<file path="src/rtl/sipo_pkg.sv">
package sipo_pkg;

  typedef enum logic [1:0] {
    SIPO_EN_POWERDOWN = 2'd0,
    SIPO_EN_MUTE      = 2'd1,
    SIPO_EN_GATE      = 2'd2
  } sipo_en_mode_e;

  // one shift step: new bit enters at bit 0, all others move up
  function automatic logic [63:0] shift_step(input logic [63:0] cur, input logic bit_in);
    return {cur[62:0], bit_in};
  endfunction

endpackage

</file>
<file path="src/rtl/sipo_rise_det.sv">
module sipo_rise_det (
  input  logic clk,
  input  logic rst_n,
  input  logic strobe_i,
  output logic rise_o
);
  logic prev_q;

  always_ff @(posedge clk or negedge rst_n) begin
    if (!rst_n) prev_q <= 1'b0;
    else        prev_q <= strobe_i;
  end

  assign rise_o = strobe_i & ~prev_q;

  // a strobe held high yields one event only
  assert_single_event_R1: assert property (@(posedge clk) disable iff (!rst_n)
    rise_o |=> !rise_o);
endmodule

</file>
<file path="src/rtl/sipo_stage_chain.sv">
module sipo_stage_chain #(
  parameter int WIDTH = 8
) (
  input  logic             clk,
  input  logic             rst_n,
  input  logic             shift_i,
  input  logic             bit_i,
  input  logic             clr_i,
  input  logic             zero_i,
  output logic [WIDTH-1:0] stages_o
);
  localparam int PadW = 64 - WIDTH;

  logic [WIDTH-1:0] stages_q;
  logic [63:0]      wide_next;

  assign wide_next = sipo_pkg::shift_step({{PadW{1'b0}}, stages_q}, bit_i);

  always_ff @(posedge clk or negedge rst_n) begin
    if (!rst_n)                stages_q <= '0;
    else if (clr_i || zero_i)  stages_q <= '0;
    else if (shift_i)          stages_q <= wide_next[WIDTH-1:0];
  end

  assign stages_o = stages_q;

  assert_stage_clear_R3: assert property (@(posedge clk) disable iff (!rst_n)
    clr_i |=> (stages_o == '0));
  assert_stage_move_R1: assert property (@(posedge clk) disable iff (!rst_n)
    (shift_i && !clr_i && !zero_i) |=>
      (stages_o[0] == $past(bit_i)) && (stages_o[WIDTH-1:1] == $past(stages_o[WIDTH-2:0])));
  assert_stage_idle_R1: assert property (@(posedge clk) disable iff (!rst_n)
    (!shift_i && !clr_i && !zero_i) |=> $stable(stages_o));
endmodule

</file>
<file path="src/rtl/sipo_hold_buf.sv">
module sipo_hold_buf #(
  parameter int WIDTH = 8
) (
  input  logic             clk,
  input  logic             rst_n,
  input  logic             load_i,
  input  logic [WIDTH-1:0] src_i,
  input  logic             clr_i,
  input  logic             zero_i,
  output logic [WIDTH-1:0] buf_o
);
  logic [WIDTH-1:0] buf_q;

  always_ff @(posedge clk or negedge rst_n) begin
    if (!rst_n)               buf_q <= '0;
    else if (clr_i || zero_i) buf_q <= '0;
    else if (load_i)          buf_q <= src_i;
  end

  assign buf_o = buf_q;

  assert_buf_clear_R5: assert property (@(posedge clk) disable iff (!rst_n)
    clr_i |=> (buf_o == '0));
  assert_buf_load_R4: assert property (@(posedge clk) disable iff (!rst_n)
    (load_i && !clr_i && !zero_i) |=> (buf_o == $past(src_i)));
  assert_buf_hold_R4: assert property (@(posedge clk) disable iff (!rst_n)
    (!load_i && !clr_i && !zero_i) |=> $stable(buf_o));
endmodule

</file>
<file path="src/rtl/sipo_latched_reg.sv">
module sipo_latched_reg #(
  parameter int                     WIDTH    = 8,
  parameter sipo_pkg::sipo_en_mode_e ENA_MODE = sipo_pkg::SIPO_EN_POWERDOWN
) (
  input  logic             clk,
  input  logic             rst_n,
  input  logic             ser_in,
  input  logic             shift_clk,
  input  logic             stage_clr,
  input  logic             latch_clk,
  input  logic             buf_clr,
  input  logic             en,
  output logic [WIDTH-1:0] par_out,
  output logic             cascade_out
);
  localparam bit IsPowerDown = (ENA_MODE == sipo_pkg::SIPO_EN_POWERDOWN);
  localparam bit IsMute      = (ENA_MODE == sipo_pkg::SIPO_EN_MUTE);
  localparam bit IsGate      = (ENA_MODE == sipo_pkg::SIPO_EN_GATE);

  // named internal events
  logic             shift_rise, latch_rise;
  logic             shift_ev, latch_ev;
  logic             wipe_all, out_muted;
  logic [WIDTH-1:0] stage_q, buf_q;

  sipo_rise_det u_shift_edge (.clk(clk), .rst_n(rst_n), .strobe_i(shift_clk), .rise_o(shift_rise));
  sipo_rise_det u_latch_edge (.clk(clk), .rst_n(rst_n), .strobe_i(latch_clk), .rise_o(latch_rise));

  assign wipe_all  = IsPowerDown && !en;
  assign out_muted = IsMute && !en;
  assign shift_ev  = shift_rise && !(IsGate && !en) && !wipe_all;
  assign latch_ev  = latch_rise && !wipe_all;

  sipo_stage_chain #(.WIDTH(WIDTH)) u_chain (
    .clk(clk), .rst_n(rst_n), .shift_i(shift_ev), .bit_i(ser_in),
    .clr_i(stage_clr), .zero_i(wipe_all), .stages_o(stage_q));

  sipo_hold_buf #(.WIDTH(WIDTH)) u_buf (
    .clk(clk), .rst_n(rst_n), .load_i(latch_ev), .src_i(stage_q),
    .clr_i(buf_clr), .zero_i(wipe_all), .buf_o(buf_q));

  generate
    if (IsMute) begin : g_mute_out
      assign par_out = out_muted ? '0 : buf_q;
    end else begin : g_plain_out
      assign par_out = buf_q;
    end
  endgenerate

  assign cascade_out = stage_q[WIDTH-1];

  // buffer clear leaves the stages alone
  assert_bufclr_keeps_stages_R5: assert property (@(posedge clk) disable iff (!rst_n)
    (buf_clr && !stage_clr && !shift_rise && !wipe_all) |=> $stable(stage_q));

  generate
    if (IsPowerDown) begin : g_chk_pd
      assert_pd_wipe_R6: assert property (@(posedge clk) disable iff (!rst_n)
        !en |=> (par_out == '0) && !cascade_out);
    end
    if (IsMute) begin : g_chk_mute
      assert_mute_out_R7: assert property (@(posedge clk) disable iff (!rst_n)
        !en |-> (par_out == '0));
    end
    if (IsGate) begin : g_chk_gate
      assert_gate_hold_R8: assert property (@(posedge clk) disable iff (!rst_n)
        (!en && !stage_clr) |=> $stable(stage_q));
    end
  endgenerate
endmodule

</file>
<file path="config.mk">
export PLATFORM = sky130hd
export DESIGN_NAME = sipo_latched_reg
export DESIGN_NICKNAME = d
export VERILOG_FILES = /design/src/rtl/sipo_pkg.sv /design/src/rtl/sipo_rise_det.sv /design/src/rtl/sipo_stage_chain.sv /design/src/rtl/sipo_hold_buf.sv /design/src/rtl/sipo_latched_reg.sv
export SDC_FILE = /design/constraint.sdc
export NUM_CORES = 1
export LEC_CHECK = 0
export ABC_AREA = 0
export BUFFER_PORTS_ARGS = -buffer_cell sky130_fd_sc_hd__buf_4
export CORE_MARGIN = 2
export CORE_UTILIZATION = 53
export CTS_CLUSTER_SIZE = 16
export DETAILED_ROUTE_END_ITERATION = 10
export PLACE_DENSITY = 0.88
export SKIP_LAST_GASP = 1
export SLEW_MARGIN = 20
export SYNTH_ARGS = -nofsm -noshare
export SYNTH_HDL_FRONTEND = slang
export SYNTH_SLANG_ARGS = --single-unit
</file>
<file path="constraint.sdc">
create_clock -name clk -period 2.65 [get_ports clk]
set_input_delay 0.265 -clock clk [delete_from_list [all_inputs] [get_ports clk]]
set_output_delay 0.265 -clock clk [all_outputs]
set_load 0.02 [all_outputs]
</file>
* Word-level counts from Yosys, hierarchy flattened
Index checks and enable logic that the tools add are counted.
** Operators by class
- Multiplexer cells :: 4
- Bitwise logic cells :: 4
- Reduce and logical (&&, ||, !) cells :: 7
** Operator list (count)
- 8-bit 2-to-1 mux :: 4
- 2-bit nonzero test :: 2
- 1-bit bitwise AND :: 2
- 1-bit logical AND :: 2
- 1-bit logical OR :: 2
- 1-bit inverter :: 2
- 1-bit logical NOT :: 1
** Storage, ports and cells
- Register bits :: 18
- Bits of input ports :: 8
- Output and inout port bits :: 9
- Word-level logic and storage cells :: 19

* Longest topological paths before layout
- Depth after elaboration :: 5
- Depth in mapped cells :: 4
- Mapped depth without buffers :: 3

* Modules after synthesis
A second synthesis with hierarchy kept.
** Unflattened totals
- Cell total of the unflattened synthesis :: 61
- Area total of the unflattened synthesis :: 764.5 um^2
** Modules (own cells, without submodules)
- sipo_hold_buf :: times used 1, cells an instance 27, area an instance 335.3 um^2, sequential area each 200.2 um^2
- sipo_stage_chain :: times used 1, cells an instance 27, area an instance 335.3 um^2, sequential area each 200.2 um^2
- sipo_rise_det :: times used 2, cells an instance 2, area an instance 38.8 um^2, sequential area each 25.0 um^2
- sipo_latched_reg :: times used 1, cells an instance 3, area an instance 16.3 um^2, sequential area each 0.0 um^2

* Worst setup path before layout
Ideal clock, no wire load.
- Path type :: reg-to-reg
- From :: reg u_latch_edge.prev_q
- To :: reg u_buf.buf_q[0] (netlist: u_buf.buf_o[0])
- Setup time :: 0.128 ns
- Arrival time :: 0.785 ns
- Required time :: 2.522 ns
- Path slack :: 1.737 ns
- Stages on the path, launching flop included :: 5
- Path buffers :: 1
- Period minus slack after synthesis :: 0.913 ns
- Cell sequence :: dfrtp_1 > nand2b_1 > buf_6 > mux2i_1 > nor2_1
** Between the ends
- Longest elaborated chain between the ends :: 4
** Ends and longest elaborated chain
- from (decl) :: line sipo_rise_det.sv:7 : logic prev_q;
- from (signal assigned) :: line sipo_rise_det.sv:11 : else prev_q <= strobe_i;
- 1-bit inverter :: line sipo_rise_det.sv:14 : assign rise_o = strobe_i & ~prev_q;
- 1-bit bitwise AND :: line sipo_rise_det.sv:14
- 1-bit logical AND :: line sipo_latched_reg.sv:32 : assign latch_ev = latch_rise && !wipe_all;
- 2-bit nonzero test (no line)
- to (signal assigned) :: line sipo_hold_buf.sv:17 : else if (load_i) buf_q <= src_i;
- to (decl) :: line sipo_hold_buf.sv:12 : logic [WIDTH-1:0] buf_q;
Every way passes these cells.
A chain may end at the register's enable or synchronous reset.

* Final worst setup path
- From :: reg u_latch_edge.prev_q
- To :: reg u_buf.buf_q[6] (netlist: u_buf.buf_o[6])
The elaborated chain is that of the path after synthesis.

==> results.cfg <==
[status]
outcome = finished clean

[placed_design]
routabilityCongestion = 0.720
dp_hpwl_um = 959
place.port_buffers = 16

[sta]
report.final.hold_viol_count = 0
timing.slew.headroom_pct = 67.9
min_period_over_period_pct = 45.6
worstMarginPinSlew_ns = 0.481
fmax_mhz = 827
grt_setup_unrepaired = false
setup_tns_ns = 0
layout_min_cycle_time_ns = 1.21
worst_case_clock_skew_ns = 0.00249
setup_viol = 0
final_max_slew_viol_count = 0

[synthesis]
yosysSeqAreaShare_pct = 62.1
synth_top_cells_by_area = sky130_fd_sc_hd__dfrtp_1, sky130_fd_sc_hd__mux2i_1, sky130_fd_sc_hd__nand2_1, sky130_fd_sc_hd__a21oi_1, sky130_fd_sc_hd__nor2_1
ys.warnings.count = 0
mappedNetlistNets = 76
synth.cell_area_um2 = 726
post_synth_num_cell_types = 11
synth_largest_area_cell = sky130_fd_sc_hd__dfrtp_1
post_synthesis_instance_total = 68
yosys_register_bits = 18
synth_top_area_share_pct = 62.1
synth.avg_cell_area_um2 = 10.7

[worst_setup_path]
path_cells = nand2b_1, mux2i_1, nor2_1
critical_path.slowest_cell = sky130_fd_sc_hd__nand2b_1
cp.required_ns = 2.82
path_delay_family = simple AND/OR/NAND/NOR gates
critical_path_arrival_ns = 1.38
reg2reg_from = u_latch_edge.prev_q
start_kind = register
reg2reg_setup_slack_ns = 1.44
r2r_cells = 3
critPathKind = reg -> reg
path_max_fanout = 8
worst-path-buf-inv = 0
timing.critical_path.to_type = register
worst_r2r_dst = u_buf.buf_o[6]
timing.critical_path.slowest_cell_delay_ns = 0.41

[layout]
final_nets = 93
post-route-util_pct = 68.5
layout_commonest_cell = sky130_fd_sc_hd__dfrtp_1
drive_gt1_share_pct = 25.0
fill_cells = 97
number_of_antenna_cells_inserted = 0
layout.cells.most_common_list = sky130_fd_sc_hd__dfrtp_1, sky130_fd_sc_hd__nand2_1, sky130_fd_sc_hd__buf_4
area_growth_pct = 21.2

[floorplan]
core-area_mm2 = 0.00128
initial_utilization_pct = 56.5
fp.dieH_um = 41.0
boundaryPins = 17
row_count = 13
dieArea_mm2 = 0.00168
dieWidth_um = 41.0

[routing]
routed_wire_length_per_instance_um = 13.1
vias_per_cell = 5.09
via_count = 504
remaining_drc_errors = 0
dr.pass1.iters = 4
detail_route.wirelength_um = 1300
antenna_violating_nets_post_route = 0
drt_iter0_drc = 10

[power_and_ir_drop]
power_density_mw_per_mm2 = 537
max-vdd-ir-drop_mv = 0.471
power.static_leakage_nw = 0.448

[global_routing]
global_route_wire_length_before_repair_um = 1960
grt_max_degree = 19
antenna_violations_before_repair = 0
global_route.overflow_total = 0
grt_pass1_vias = 432
grt_use_total_pct = 19.1

[worst_hold_path]
worstHoldPathCells = 1
min-delay-start = latch_clk
min_to = u_latch_edge.prev_q
hold_class = in -> reg

[clocking]
tritoncts = built
tritoncts.num_buffers = 3
ctsResizeCount = 0
worstSkewPairLatency_ns = 0.29
cts.hold.buffers_added = 1
clockBufferDepth = 2
numClockSinks = 18
clock_tree.htree_level_count = 1
clk_root_buffer_cell = sky130_fd_sc_hd__clkbuf_4
cts_post_setup_buffers_inserted = 0
clock_slew_seen_by_the_registers_of_the_worst_setup_and_hold_paths_ns = 0.10

[job]
drv.max_cap_violation_count = 0
cell families after synthesis:
logic type | synth area share [%]
muxes | 11.0
DFF | 62.1
AOI/OAI and AO/OA | 5.52
and+or+nand+nor | 17.1
buffers and inverters | 4.31
metal layers:
metal / vias to the layer above / track usage [%] / routed length [µm]
li1: 250 / - / -
met1: 240 / 25.4 / 566
met2: 12 / 30.9 / 682
met3: 2 / 1.63 / 35
met4: 0 / 10.0 / 16
met5: - / 0 / 0
worst max-delay path by stage:
stage	cells after the start	start	slack, ns	end
5_1_grt	3	u_latch_edge.prev_q	1.33	u_buf.buf_o[6]
3_3_place_gp	4	latch_clk	1.52	u_buf.buf_o[6]
2_1_floorplan	4	u_latch_edge.prev_q	1.74	u_buf.buf_o[0]
6_report	3	u_latch_edge.prev_q	1.44	u_buf.buf_o[6]
4_1_cts	3	u_latch_edge.prev_q	1.42	u_buf.buf_o[6]
3_5_place_dp	4	latch_clk	1.46	u_buf.buf_o[0]
final cells by class:
type	count	area (µm²)	area share [%]
clock buffers	4	36.3	4.13
multi-input cells	45	244	27.7
flip-flops and latches	18	450	51.2
well taps	15	18.8	2.13
repair buffers	17	130	14.8
stage by stage:
stage	cells	setup WS (ns)	instance area, µm²	hold WS (ns)	power (mW)
after floorplan	68	1.74	726	-0.0306	0.299
after global placement	94	1.52	833	0.140	0.311
after detailed placement	94	1.46	833	0.142	0.312
after CTS	99	1.42	880	0.0904	0.474
after global routing	99	1.33	880	0.0864	0.488
final	99	1.44	880	0.0901	0.473
flip-flops by register name (all words and copies together) (netlist names):
register / count
u_latch_edge.prev_q: 1
u_chain.stages_o: 8
u_buf.buf_o: 8
u_shift_edge.prev_q: 1
cell usage after synthesis:
master,instances
sky130_fd_sc_hd__clkbuf_2,1
sky130_fd_sc_hd__dfrtp_1,18
sky130_fd_sc_hd__mux2i_1,8
sky130_fd_sc_hd__a21oi_1,8
sky130_fd_sc_hd__and2b_2,1
sky130_fd_sc_hd__nor2_1,8
sky130_fd_sc_hd__nand2b_1,4
sky130_fd_sc_hd__buf_6,1
sky130_fd_sc_hd__buf_1,2
sky130_fd_sc_hd__buf_4,1
sky130_fd_sc_hd__nand2_1,16
power breakdown:
part / internal (mW) / leakage (nW) / switching, mW / total, mW
Combinational: 0.0126 / 0.180 / 0.0172 / 0.0298
Clock: 0.0837 / 0.0210 / 0.0817 / 0.165
Sequential: 0.276 / 0.247 / 0.00100 / 0.277
Total: 0.373 / 0.448 / 0.0999 / 0.473
Power figures use the tool's default switching activity.
